==> src/rtl/tmrx_pkg.sv <==
package tmrx_pkg;

  typedef struct packed {
    logic [1:0] rsvd;
    logic [2:0] ratio;
    logic       to_wdt;
    logic       edge_fall;
    logic       src_ext;
  } tmrx_ctl_t;

  localparam tmrx_ctl_t CTL_RST = '{rsvd: 2'b00, ratio: 3'd0, to_wdt: 1'b1,
                                    edge_fall: 1'b0, src_ext: 1'b0};

endpackage

==> src/rtl/tmrx_edge_sync.sv <==
module tmrx_edge_sync #(
  parameter int SYNC_STAGES = 2
) (
  input  logic clk,
  input  logic rst,
  input  logic pin_i,
  output logic rise_o,
  output logic fall_o
);
  // stages [SYNC_STAGES-1:0] synchronise, the top bit holds the previous value
  logic [SYNC_STAGES:0] shreg;

  always_ff @(posedge clk) begin
    if (rst) shreg <= '0;
    else     shreg <= {shreg[SYNC_STAGES-1:0], pin_i};
  end

  always_comb begin
    rise_o = shreg[SYNC_STAGES-1] & ~shreg[SYNC_STAGES];
    fall_o = ~shreg[SYNC_STAGES-1] & shreg[SYNC_STAGES];
  end
endmodule

==> src/rtl/tmrx_prescale.sv <==
module tmrx_prescale #(
  parameter int PSC_W   = 8,
  parameter int RATIO_W = 3
) (
  input  logic               clk,
  input  logic               rst,
  input  logic               clr_i,
  input  logic               tick_i,
  input  logic [RATIO_W-1:0] ratio_i,
  output logic               hit_o
);
  localparam int SH_W = RATIO_W + 1;

  logic [PSC_W-1:0] pcnt;
  logic [SH_W-1:0]  shamt;
  logic [PSC_W:0]   span;
  logic [PSC_W-1:0] mask;

  always_comb begin
    shamt = {1'b0, ratio_i} + SH_W'(1);
    span  = (PSC_W+1)'(1) << shamt;
    mask  = PSC_W'(span - (PSC_W+1)'(1));
    hit_o = tick_i && ((pcnt & mask) == mask);
  end

  always_ff @(posedge clk) begin
    if (rst || clr_i) pcnt <= '0;
    else if (tick_i)  pcnt <= pcnt + PSC_W'(1);
  end
endmodule

==> src/rtl/tmrx_count.sv <==
module tmrx_count #(
  parameter int DATA_W    = 8,
  parameter int STALL_CYC = 2
) (
  input  logic              clk,
  input  logic              rst,
  input  logic              tick_en,
  input  logic              inc_i,
  input  logic              wr_i,
  input  logic [DATA_W-1:0] wdata_i,
  input  logic              ovf_clr_i,
  output logic [DATA_W-1:0] cnt_o,
  output logic              ovf_o,
  output logic              hold_o
);
  localparam int ST_W = $clog2(STALL_CYC + 1);

  logic [ST_W-1:0] stall;
  logic            wrap;

  always_comb begin
    hold_o = (stall != '0);
    wrap   = inc_i && !wr_i && (cnt_o == {DATA_W{1'b1}});
  end

  always_ff @(posedge clk) begin
    if (rst) begin
      stall <= '0;
      cnt_o <= '0;
      ovf_o <= 1'b0;
    end else begin
      if (wr_i)                         stall <= ST_W'(STALL_CYC);
      else if (tick_en && stall != '0)  stall <= stall - ST_W'(1);

      if (wr_i)       cnt_o <= wdata_i;
      else if (inc_i) cnt_o <= cnt_o + DATA_W'(1);

      if (wrap)           ovf_o <= 1'b1;
      else if (ovf_clr_i) ovf_o <= 1'b0;
    end
  end
endmodule

==> src/rtl/pscl_timer.sv <==
module pscl_timer
  import tmrx_pkg::*;
#(
  parameter int DATA_W      = 8,
  parameter int PSC_W       = 8,
  parameter int STALL_CYC   = 2,
  parameter int SYNC_STAGES = 2
) (
  input  logic              clk,
  input  logic              rst,
  input  logic              tick_en,
  input  logic              ext_pin,
  input  logic              wdt_base_tick,
  input  logic              bus_wr_cnt,
  input  logic              bus_wr_ctl,
  input  logic [DATA_W-1:0] bus_wdata,
  input  logic              ovf_clr,
  output logic [DATA_W-1:0] cnt_q,
  output logic [7:0]        ctl_q,
  output logic              ovf_flag,
  output logic              wdt_tick
);
  localparam int RATIO_W = 3;

  tmrx_ctl_t ctl;
  logic      pin_rise, pin_fall;
  logic      src_tick, gated_tick, hold;
  logic      psc_in, psc_clr, psc_hit, inc;

  always_ff @(posedge clk) begin
    if (rst)             ctl <= CTL_RST;
    else if (bus_wr_ctl) ctl <= tmrx_ctl_t'({2'b00, bus_wdata[5:0]});
  end

  tmrx_edge_sync #(.SYNC_STAGES(SYNC_STAGES)) u_sync (
    .clk    (clk),
    .rst    (rst),
    .pin_i  (ext_pin),
    .rise_o (pin_rise),
    .fall_o (pin_fall)
  );

  always_comb begin
    src_tick   = ctl.src_ext ? (ctl.edge_fall ? pin_fall : pin_rise) : tick_en;
    gated_tick = src_tick && !hold;
    psc_in     = ctl.to_wdt ? wdt_base_tick : gated_tick;
    psc_clr    = bus_wr_cnt && !ctl.to_wdt;
    inc        = ctl.to_wdt ? gated_tick : psc_hit;
  end

  tmrx_prescale #(.PSC_W(PSC_W), .RATIO_W(RATIO_W)) u_psc (
    .clk     (clk),
    .rst     (rst),
    .clr_i   (psc_clr),
    .tick_i  (psc_in),
    .ratio_i (ctl.ratio),
    .hit_o   (psc_hit)
  );

  tmrx_count #(.DATA_W(DATA_W), .STALL_CYC(STALL_CYC)) u_cnt (
    .clk       (clk),
    .rst       (rst),
    .tick_en   (tick_en),
    .inc_i     (inc),
    .wr_i      (bus_wr_cnt),
    .wdata_i   (bus_wdata),
    .ovf_clr_i (ovf_clr),
    .cnt_o     (cnt_q),
    .ovf_o     (ovf_flag),
    .hold_o    (hold)
  );

  always_ff @(posedge clk) begin
    if (rst) wdt_tick <= 1'b0;
    else     wdt_tick <= ctl.to_wdt ? psc_hit : wdt_base_tick;
  end

  assign ctl_q = ctl;
endmodule

==> config.mk <==
export PLATFORM = sky130hd
export DESIGN_NAME = pscl_timer
export DESIGN_NICKNAME = d
export VERILOG_FILES = /design/src/rtl/tmrx_pkg.sv /design/src/rtl/tmrx_edge_sync.sv /design/src/rtl/tmrx_prescale.sv /design/src/rtl/tmrx_count.sv /design/src/rtl/pscl_timer.sv
export SDC_FILE = /design/constraint.sdc
export NUM_CORES = 1
export LEC_CHECK = 0
export BUFFER_PORTS_ARGS = -buffer_cell sky130_fd_sc_hd__buf_2
export CAP_MARGIN = 0
export CORE_ASPECT_RATIO = 0.75
export CORE_UTILIZATION = 35
export CTS_CLUSTER_DIAMETER = 60
export DETAILED_ROUTE_END_ITERATION = 12
export PLACE_DENSITY = 0.63
export SLEW_MARGIN = 20
export SYNTH_ARGS = -nofsm -noshare
export SYNTH_HDL_FRONTEND = slang
export SYNTH_SLANG_ARGS = --single-unit
export TNS_END_PERCENT = 30
==> constraint.sdc <==
create_clock -name clk -period 3 [get_ports clk]
set_input_delay 0.15 -clock clk [delete_from_list [all_inputs] [get_ports clk]]
set_output_delay 0.15 -clock clk [all_outputs]
set_load 0.01 [all_outputs]
Word-level counts from Yosys, hierarchy flattened
Cells that the tools add are included.
Word-level totals
  RAM bits: 0
  memories kept: 0
  input bits: 16
  logic and storage cells: 50
  memory bits (read-only): 0
  bits in registers: 29
  output and inout port bits: 18
  latch bits: 0
Cells by class
  divide/modulo/power cells: 0
  add/sub/neg operators: 5
  $lt $le $gt $ge: 0
  multiplexer cells: 11
  bitwise gates (word level): 5
  multiply operators: 0
  equal/unequal tests: 2
  reductions and logical operators: 15
  shift-type cells: 1
Operators with widths (count)
  $add A8 B1 Y8 const B: 2
  $mux W8: 2
  $and A8 B8 Y8: 1
  $eq A8 B8 Y1: 1
  $eq A8 B8 Y1 const B: 1
  $reduce_bool A2 Y1: 4
  $shl A1 B4 Y8 const A: 1
  $sub A8 B1 Y8 const B: 1
  $mux W1: 7
  $logic_and A1 B1 Y1: 6
  $add A3 B1 Y4 const B: 1
  $mux W2: 2
  $logic_not A1 Y1: 3
  $and A1 B1 Y1: 2
  $not A1 Y1: 2
  $reduce_or A2 Y1: 1
  $sub A2 B1 Y2 const B: 1
  $logic_or A1 B1 Y1: 1

Longest topological paths before layout
Gate-level depths: netlist (run 1).
  depth after elaboration: 11
  depth in mapped cells: 9
  depth with buffers taken out: 8

Modules after synthesis
A second synthesis (run 1) with hierarchy kept.
Unflattened totals
  cells, all modules: 172
  area, all modules: 1498.9 um2
By module, submodules not included
  tmrx_count: area each 610.6 um2, cells each 70, instances 1, sequential area each 220.2 um2
  tmrx_prescale: area each 478.0 um2, cells each 59, instances 1, sequential area each 160.2 um2
  pscl_timer: area each 319.1 um2, cells each 35, instances 1, sequential area each 140.1 um2
  tmrx_edge_sync: area each 91.3 um2, cells each 8, instances 1, sequential area each 60.1 um2

Worst setup path before layout (run 1)
Ideal clock, no wire load.
  path kind: flip-flop to flip-flop
  from: register ctl, in the netlist ctl_q[3]
  to: register u_cnt.cnt_o[6]
  arrival: 2.446 ns
  buffers on the path: 2
  period minus slack after synthesis: 2.567 ns
  setup time: 0.122 ns
  cell stages (with the launch flop): 10
  slack: 0.433 ns
  required time: 2.878 ns
  cell sequence: dfxtp_1 buf_2 or3_1 ha_1 nor4b_1 o32ai_2 a41oi_2 buf_6 o31a_1 o311a_1
On the way
  cells in the longest elaborated chain, start to end: 8
Ends and longest elaborated chain
  start: declaration: RTL line pscl_timer.sv:25  | tmrx_ctl_t ctl;
  start signal: assignment: RTL line pscl_timer.sv:32  | else if (bus_wr_ctl) ctl <= tmrx_ctl_t'({2'b00, bus_wdata[5:0]});
  $add A3 B1 Y4 (*): RTL line tmrx_prescale.sv:20  | shamt = {1'b0, ratio_i} + SH_W'(1);
  $shl A1 B4 Y8 (*): RTL line tmrx_prescale.sv:21  | span = (PSC_W+1)'(1) << shamt;
  $sub A8 B1 Y8 (*): RTL line tmrx_prescale.sv:22  | mask = PSC_W'(span - (PSC_W+1)'(1));
  $and A8 B8 Y8: RTL line tmrx_prescale.sv:23  | hit_o = tick_i && ((pcnt & mask) == mask);
  $eq A8 B8 Y1 (*): RTL line tmrx_prescale.sv:23
  $logic_and A1 B1 Y1 (*): RTL line tmrx_prescale.sv:23
  $mux W1 (*): RTL line pscl_timer.sv:48  | inc = ctl.to_wdt ? gated_tick : psc_hit;
  $reduce_bool A2 Y1 (no source line) (*)
  end signal: assignment: RTL line tmrx_count.sv:35  | if (wr_i) cnt_o <= wdata_i;
  end signal: assignment: RTL line tmrx_count.sv:36  | else if (inc_i) cnt_o <= cnt_o + DATA_W'(1);
  end: declaration: RTL line tmrx_count.sv:12  | output logic [DATA_W-1:0] cnt_o,
Mark *: on every way between the ends. The rest lies on a longest branch, timed or not.
A chain may end at the register's enable or synchronous reset.

Worst setup path after layout (run 1)
  from: register ctl, in the netlist ctl_q[5]
  to: register u_cnt.cnt_o[6]
The elaborated chain is that of the path after synthesis.

==> results.sh, run 1 <==
export IMPL_cts_tree="built"
export IMPL_worst_pin_slew_ps=629
export IMPL_synth_edf_count=0
export IMPL_wl_per_cell_um=13.3
export IMPL_cts_setup_buffers=0
export IMPL_fin_setup_tns_ps=0
export IMPL_antenna_found_initial=0
export IMPL_yosys_warnings=0
export IMPL_clk_path_buf_depth=2
export IMPL_critPathSlowestCell="a41oi_2"
export IMPL_power_density_nw_per_um2=515
export IMPL_ctsResizeCount=0
export IMPL_netlist_top_cells_area="dfxtp_1 (38%), nor2_1 (5.2%), xor2_1 (4.1%)"
export IMPL_drive_gt1_share_pct=24.1
export IMPL_start_kind="flip-flop"
export IMPL_ant_nets=0
export IMPL_io_pins=34
export IMPL_grt_pass1_wl_um=5880
export IMPL_grt_overflow_total=0
export IMPL_power_leakage_nw=0.750
export IMPL_rows=20
export IMPL_path_clk_slew_ps=60
export IMPL_path_delay_family="compound AO/OA/AOI/OAI gates"
export IMPL_postSynthAreaPerCell_um2=8.79
export IMPL_cts_max_level=2
export IMPL_hold_viol=0
export IMPL_crit_path_cell_trace="or3_1 > ha_1 > nor4b_1 > o32ai_2 > a41oi_2 > nor4_1 > o311a_1"
export IMPL_grt_max_degree=21
export IMPL_min_path_cells=2
export IMPL_status="completed"
export IMPL_fin_util_pct=43.6
export IMPL_setup_violations_final=0
export IMPL_syn_area_um2=1510
export IMPL_synth_cell_types=45
export IMPL_place_area_um2=1690
export IMPL_fin_skew_ps=6.97
export IMPL_antenna_cells=0
export IMPL_cp_depth=7
export IMPL_syn_inst=172
export IMPL_drtIter0Drc=34
export IMPL_ys_seq_elements=29
export IMPL_maxCapViolCount=0
export IMPL_drc_errors=0
export IMPL_relSlewSlack_pct=58.0
export IMPL_yosysSeqAreaShare_pct=38.4
export IMPL_synthToLayoutAreaGrowth_pct=18.2
export IMPL_grt_pass1_vias=1184
export IMPL_maxSlewViolCount=0
export IMPL_numCtsBuffers=5
export IMPL_clkLatencyLatePin_ps=280
export IMPL_design_area_um2=1790
export IMPL_port_buffers=31
export IMPL_drt_pass1_iterations=4
export IMPL_final_cell_count_no_fill=258
export IMPL_synth_top_area_cell="dfxtp_1"
export IMPL_clk_root_buffer_cell="clkbuf_8"
export IMPL_die_h_um=58.9
export IMPL_required_ps=3160
export IMPL_cpPeakStageDelay_ps=570
export IMPL_hold_buffers=0
export IMPL_layout_nets=222
export IMPL_synth_ff_type="dfxtp_1"
export IMPL_cp_end_kind="flip-flop"
export IMPL_vias_per_cell=5.10
export IMPL_finalCritPeriodShare_pct=92.0
export IMPL_dieArea_um2=4590
export IMPL_max_freq_mhz=362
export IMPL_period_needed_ps=2760
export IMPL_synth_top_area_share_pct=38.4
export IMPL_globalplace_congestion=0.791
export IMPL_wirelength_um=3420
export IMPL_arrival_ps=2920
export IMPL_hpwlAfterDp_um=2580
export IMPL_peakVddDrop_v=0.000164
export IMPL_min_path_type="input pin to flip-flop"
export IMPL_crit_buf_inv=0
export IMPL_crit_path_max_fanout=15
export IMPL_grt_util_all_layers_pct=17.0
export IMPL_n_fill_cell=439
export IMPL_die_w_um=77.9
export IMPL_reg2reg_depth=7
export IMPL_total_power_uw=920
export IMPL_critical_path_class="flip-flop to flip-flop"
export IMPL_core_um2=4100
export IMPL_cts_sinks=29
export IMPL_via_count=1315
export IMPL_rsz0062_at_grt="false"
export IMPL_synthArstFlopShare_pct=0
export IMPL_placedCellCount=250
export IMPL_initial_core_util_pct=36.9
[placed cells by master, fill, tap and decap left out, types with 2 or more instances in the layout]
cell / netlist / routed
a21oi_1: 4 / 4
a311oi_1: 5 / 5
a311oi_2: 2 / 2
and3_1: 5 / 5
buf_2: 1 / 31
clkbuf_8: 0 / 7
conb_1: 2 / 3
dfxtp_1: 29 / 29
ha_1: 4 / 4
inv_1: 6 / 6
mux2i_1: 6 / 6
nand2_1: 10 / 10
nand2b_1: 5 / 5
nand3_1: 2 / 2
nand4_1: 5 / 5
nor2_1: 21 / 21
nor2b_1: 3 / 3
nor3_1: 4 / 4
nor3b_1: 2 / 2
nor4b_1: 2 / 2
o21ai_0: 2 / 2
o21ai_1: 9 / 9
o21ai_2: 2 / 2
or3_1: 7 / 7
xnor2_1: 2 / 2
xor2_1: 7 / 7
[worst register-to-register path, delay by kind of cell (launching register included)]
kind	cells	cell delay, ps
compound gates	3	1100
simple gates	3	910
flops	1	380
fa+ha+maj	1	260
[cells in the mapped netlist, types with 2 or more instances]
cell type	count
dfxtp_1	29
nor2_1	21
nand2_1	10
o21ai_1	9
or3_1	7
xor2_1	7
inv_1	6
mux2i_1	6
a311oi_1	5
and3_1	5
nand2b_1	5
nand4_1	5
a21oi_1	4
clkbuf_1	4
ha_1	4
nor3_1	4
nor2b_1	3
a311oi_2	2
buf_4	2
buf_6	2
conb_1	2
nand3_1	2
nor3b_1	2
nor4b_1	2
o21ai_0	2
o21ai_2	2
xnor2_1	2
[per-stage QoR]
stage,worst slack [ps],hold slack [ps]
detailed placement,238,371
CTS,217,79.9
floorplan,433,227
finish,239,79.5
global route,13.1,86.6
global placement,321,361
[routing by layer]
layer	global-route usage, %	up-vias	share of wire (%)
li1	-	680	-
met1	25.7	597	53
met2	21.9	30	40
met3	4.50	8	5.1
met4	8.20	0	1.8
met5	0	-	0
[layout make-up]
cell class,count,area (um^2),share of cell area [%]
Timing Repair Buffer,32,163,9.10
Sequential cell,29,581,32.5
Inverter,7,26.3,1.47
Multi-Input combinational cell,127,848,47.4
Tap cell,55,68.8,3.85
Clock buffer,7,96.3,5.39
Clock inverter,1,5.00,0.280
[registers in the layout, indices dropped and copies added, names as in the netlist]
signal        flops
u_sync.shreg      3
wdt_tick          1
u_cnt.stall       2
u_cnt.cnt_o       8
u_cnt.ovf_o       1
u_psc.pcnt        8
ctl_q             6
[power breakdown]
part / total (mW) / internal, mW / switching [mW]
clock network: 0.355 / 0.207 / 0.148
logic: 0.138 / 0.0588 / 0.0797
registers: 0.427 / 0.405 / 0.0220
total: 0.920 / 0.671 / 0.249
[cells by family (layout without fill, tap and decap cells)]
logic type,after synthesis,count (layout),share of synthesized area (%)
and+or+nand+nor,70,70,24.3
AOI/OAI and AO/OA,35,35,18.5
DFF,29,29,38.4
buffers and inverters,17,47,5.79
xor gates and xnor gates,9,9,5.21
muxes,6,6,3.97
adders and majority gates,4,4,3.31
other,2,3,0.496
[worst paths after layout]
kind | from | end | slack (ps)
worst max register to register | ctl_q[5] | u_cnt.cnt_o[6] | 240
worst min-delay path | ext_pin | u_sync.shreg[0] | 80
worst min register to register | u_sync.shreg[0] | u_sync.shreg[1] | 440
worst max-delay path | ctl_q[5] | u_cnt.cnt_o[6] | 240
Power figures use the tool's default switching activity.
==> run 2, diff against run 1 <==
--- a/config.mk
+++ b/config.mk
@@ -8,10 +8,11 @@
 export BUFFER_PORTS_ARGS = -buffer_cell sky130_fd_sc_hd__buf_2
 export CAP_MARGIN = 0
 export CORE_ASPECT_RATIO = 0.75
-export CORE_UTILIZATION = 35
+export CORE_UTILIZATION = 53
 export CTS_CLUSTER_DIAMETER = 60
 export DETAILED_ROUTE_END_ITERATION = 12
-export PLACE_DENSITY = 0.63
+export PLACE_DENSITY = 0.89
+export RECOVER_POWER = 25
 export SLEW_MARGIN = 20
 export SYNTH_ARGS = -nofsm -noshare
 export SYNTH_HDL_FRONTEND = slang
==> results.sh, run 2 (synthesis gave the netlist of run 1 again) <==
export IMPL_rows=16
export IMPL_placedCellCount=231
export IMPL_globalplace_congestion=0.892
export IMPL_drive_gt1_share_pct=21.8
export IMPL_max_freq_mhz=357
export IMPL_ant_nets=0
export IMPL_port_buffers=31
export IMPL_cts_max_level=2
export IMPL_crit_path_max_fanout=15
export IMPL_grt_overflow_total=0
export IMPL_grt_pass1_vias=1172
export IMPL_period_needed_ps=2800
export IMPL_worst_pin_slew_ps=908
export IMPL_multiInputGateArea_um2=848
export IMPL_initial_core_util_pct=56.8
export IMPL_final_cell_count_no_fill=238
export IMPL_synthToLayoutAreaGrowth_pct=15.4
export IMPL_io_pins=34
export IMPL_hpwlAfterDp_um=2450
export IMPL_final_common_cell="dfxtp_1"
export IMPL_antenna_cells=0
export IMPL_grt_util_all_layers_pct=23.6
export IMPL_maxSlewViolCount=0
export IMPL_drtIter0Drc=151
export IMPL_fin_setup_tns_ps=0
export IMPL_die_h_um=48.3
export IMPL_clk_path_buf_depth=2
export IMPL_dieArea_um2=3070
export IMPL_status="completed"
export IMPL_ctsResizeCount=0
export IMPL_net_switching_power_uw=239
export IMPL_critPathSlowestCell="or3_1"
export IMPL_seqCellArea_um2=581
export IMPL_min_path_type="input pin to flip-flop"
export IMPL_wl_per_cell_um=14.0
export IMPL_combPwrFrac_pct=15.6
export IMPL_arrival_ps=2980
export IMPL_drc_errors=0
export IMPL_top_layer="met4"
export IMPL_hold_buffers=0
export IMPL_drt_pass1_iterations=4
export IMPL_fin_ws_ps=203
export IMPL_grt_max_degree=21
export IMPL_dr_wl_met2_um=1480
export IMPL_cts_setup_buffers=0
export IMPL_vias_per_cell=5.65
export IMPL_wirelength_um=3320
export IMPL_setup_violations_final=0
export IMPL_start_kind="flip-flop"
export IMPL_peakVddDrop_v=0.000368
export IMPL_layout_common_cells="dfxtp_1 (29), buf_2 (28), nor2_1 (21), nand2_1 (10), o21ai_1 (9)"
export IMPL_fin_skew_ps=4.92
export IMPL_cp_end_kind="flip-flop"
export IMPL_via_count=1345
export IMPL_wl_met3_um=154
export IMPL_clkLatencyLatePin_ps=280
export IMPL_required_ps=3180
export IMPL_p_int_uw=645
export IMPL_critical_path_class="flip-flop to flip-flop"
export IMPL_power_density_nw_per_um2=507
export IMPL_path_clk_slew_ps=60
export IMPL_layout_nets=222
export IMPL_hold_viol=0
export IMPL_crit_path_cell_trace="or3_1 > ha_1 > o21ai_0 > a311oi_2 > a41oi_2 > or3_1 > a311oi_1"
export IMPL_clk_root_buffer_cell="clkbuf_8"
export IMPL_relSlewSlack_pct=39.5
export IMPL_drt_met1_wl_um=1640
export IMPL_rsz0062_at_grt="false"
export IMPL_grt_pass1_wl_um=5380
export IMPL_cts_sinks=29
export IMPL_crit_top_cell="or3_1"
export IMPL_n_fill_cell=241
export IMPL_antenna_found_initial=0
export IMPL_hold_ws_ps=75.1
export IMPL_p_sw_share_pct=27.1
export IMPL_cpPeakStageDelay_ps=450
export IMPL_p_clk_share_pct=36.0
export IMPL_core_um2=2660
export IMPL_cts_tree="built"
export IMPL_finalCritPeriodShare_pct=93.2
export IMPL_post_place_ws_ps=248
export IMPL_numCtsBuffers=5
export IMPL_p_seq_share_pct=48.4
export IMPL_maxCapViolCount=0
export IMPL_power_leakage_nw=0.728
export IMPL_die_w_um=63.7
run 2: stage by stage:
step / util, % / total power, mW / cell area, um^2
after floorplan: - / 0.531 / 1520
after global placement: 62.5 / 0.568 / 1660
after CTS: 65.7 / 0.893 / 1750
after global routing: 65.6 / 0.929 / 1750
final: 65.6 / 0.885 / 1750
after detailed placement: 62.5 / 0.573 / 1660
run 2: path summary, 6_finish.rpt:
| kind | startpoint | end | cells past startpoint | slack (ps) |
|---|---|---|---|---|
| hold / removal | ext_pin | u_sync.shreg[0] | 2 | 80 |
| hold reg to reg | u_sync.shreg[0] | u_sync.shreg[1] | 1 | 440 |
| setup reg to reg | ctl_q[3] | u_cnt.cnt_o[2] | 7 | 200 |
| setup / recovery | ctl_q[3] | u_cnt.cnt_o[2] | 7 | 200 |
run 2: power by group through the flow:
stage | Combinational [mW] | Clock [mW] | Sequential, mW
2_1_floorplan | 0.0968 | 0 | 0.434
3_3_place_gp | 0.134 | 0 | 0.434
3_5_place_dp | 0.138 | 0 | 0.435
4_1_cts | 0.138 | 0.327 | 0.427
5_1_grt | 0.155 | 0.344 | 0.430
6_report | 0.138 | 0.319 | 0.428
run 2: worst max-delay path, delay by kind of cell, from the launching register on:
| family | cells | cell delay (ps) |
|---|---|---|
| AOI/OAI and AO/OA | 4 | 1170 |
| adders and majority gates | 1 | 290 |
| DFF | 1 | 400 |
| and+or+nand+nor | 2 | 840 |
run 2: final cells by class:
| class | instances | share of cell area [%] |
|---|---|---|
| Clock buffer | 7 | 4.95 |
| Inverter | 7 | 1.51 |
| Multi-Input combinational cell | 127 | 48.6 |
| Sequential cell | 29 | 33.3 |
| Tap cell | 36 | 2.58 |
| Timing Repair Buffer | 32 | 9.10 |
run 2: metal layers:
metal | GRT usage [%] | vias to the layer above
met5 | 0 | -
met4 | 9.55 | 0
met1 | 30.6 | 624
li1 | - | 677
met3 | 6.78 | 4
met2 | 38.1 | 40
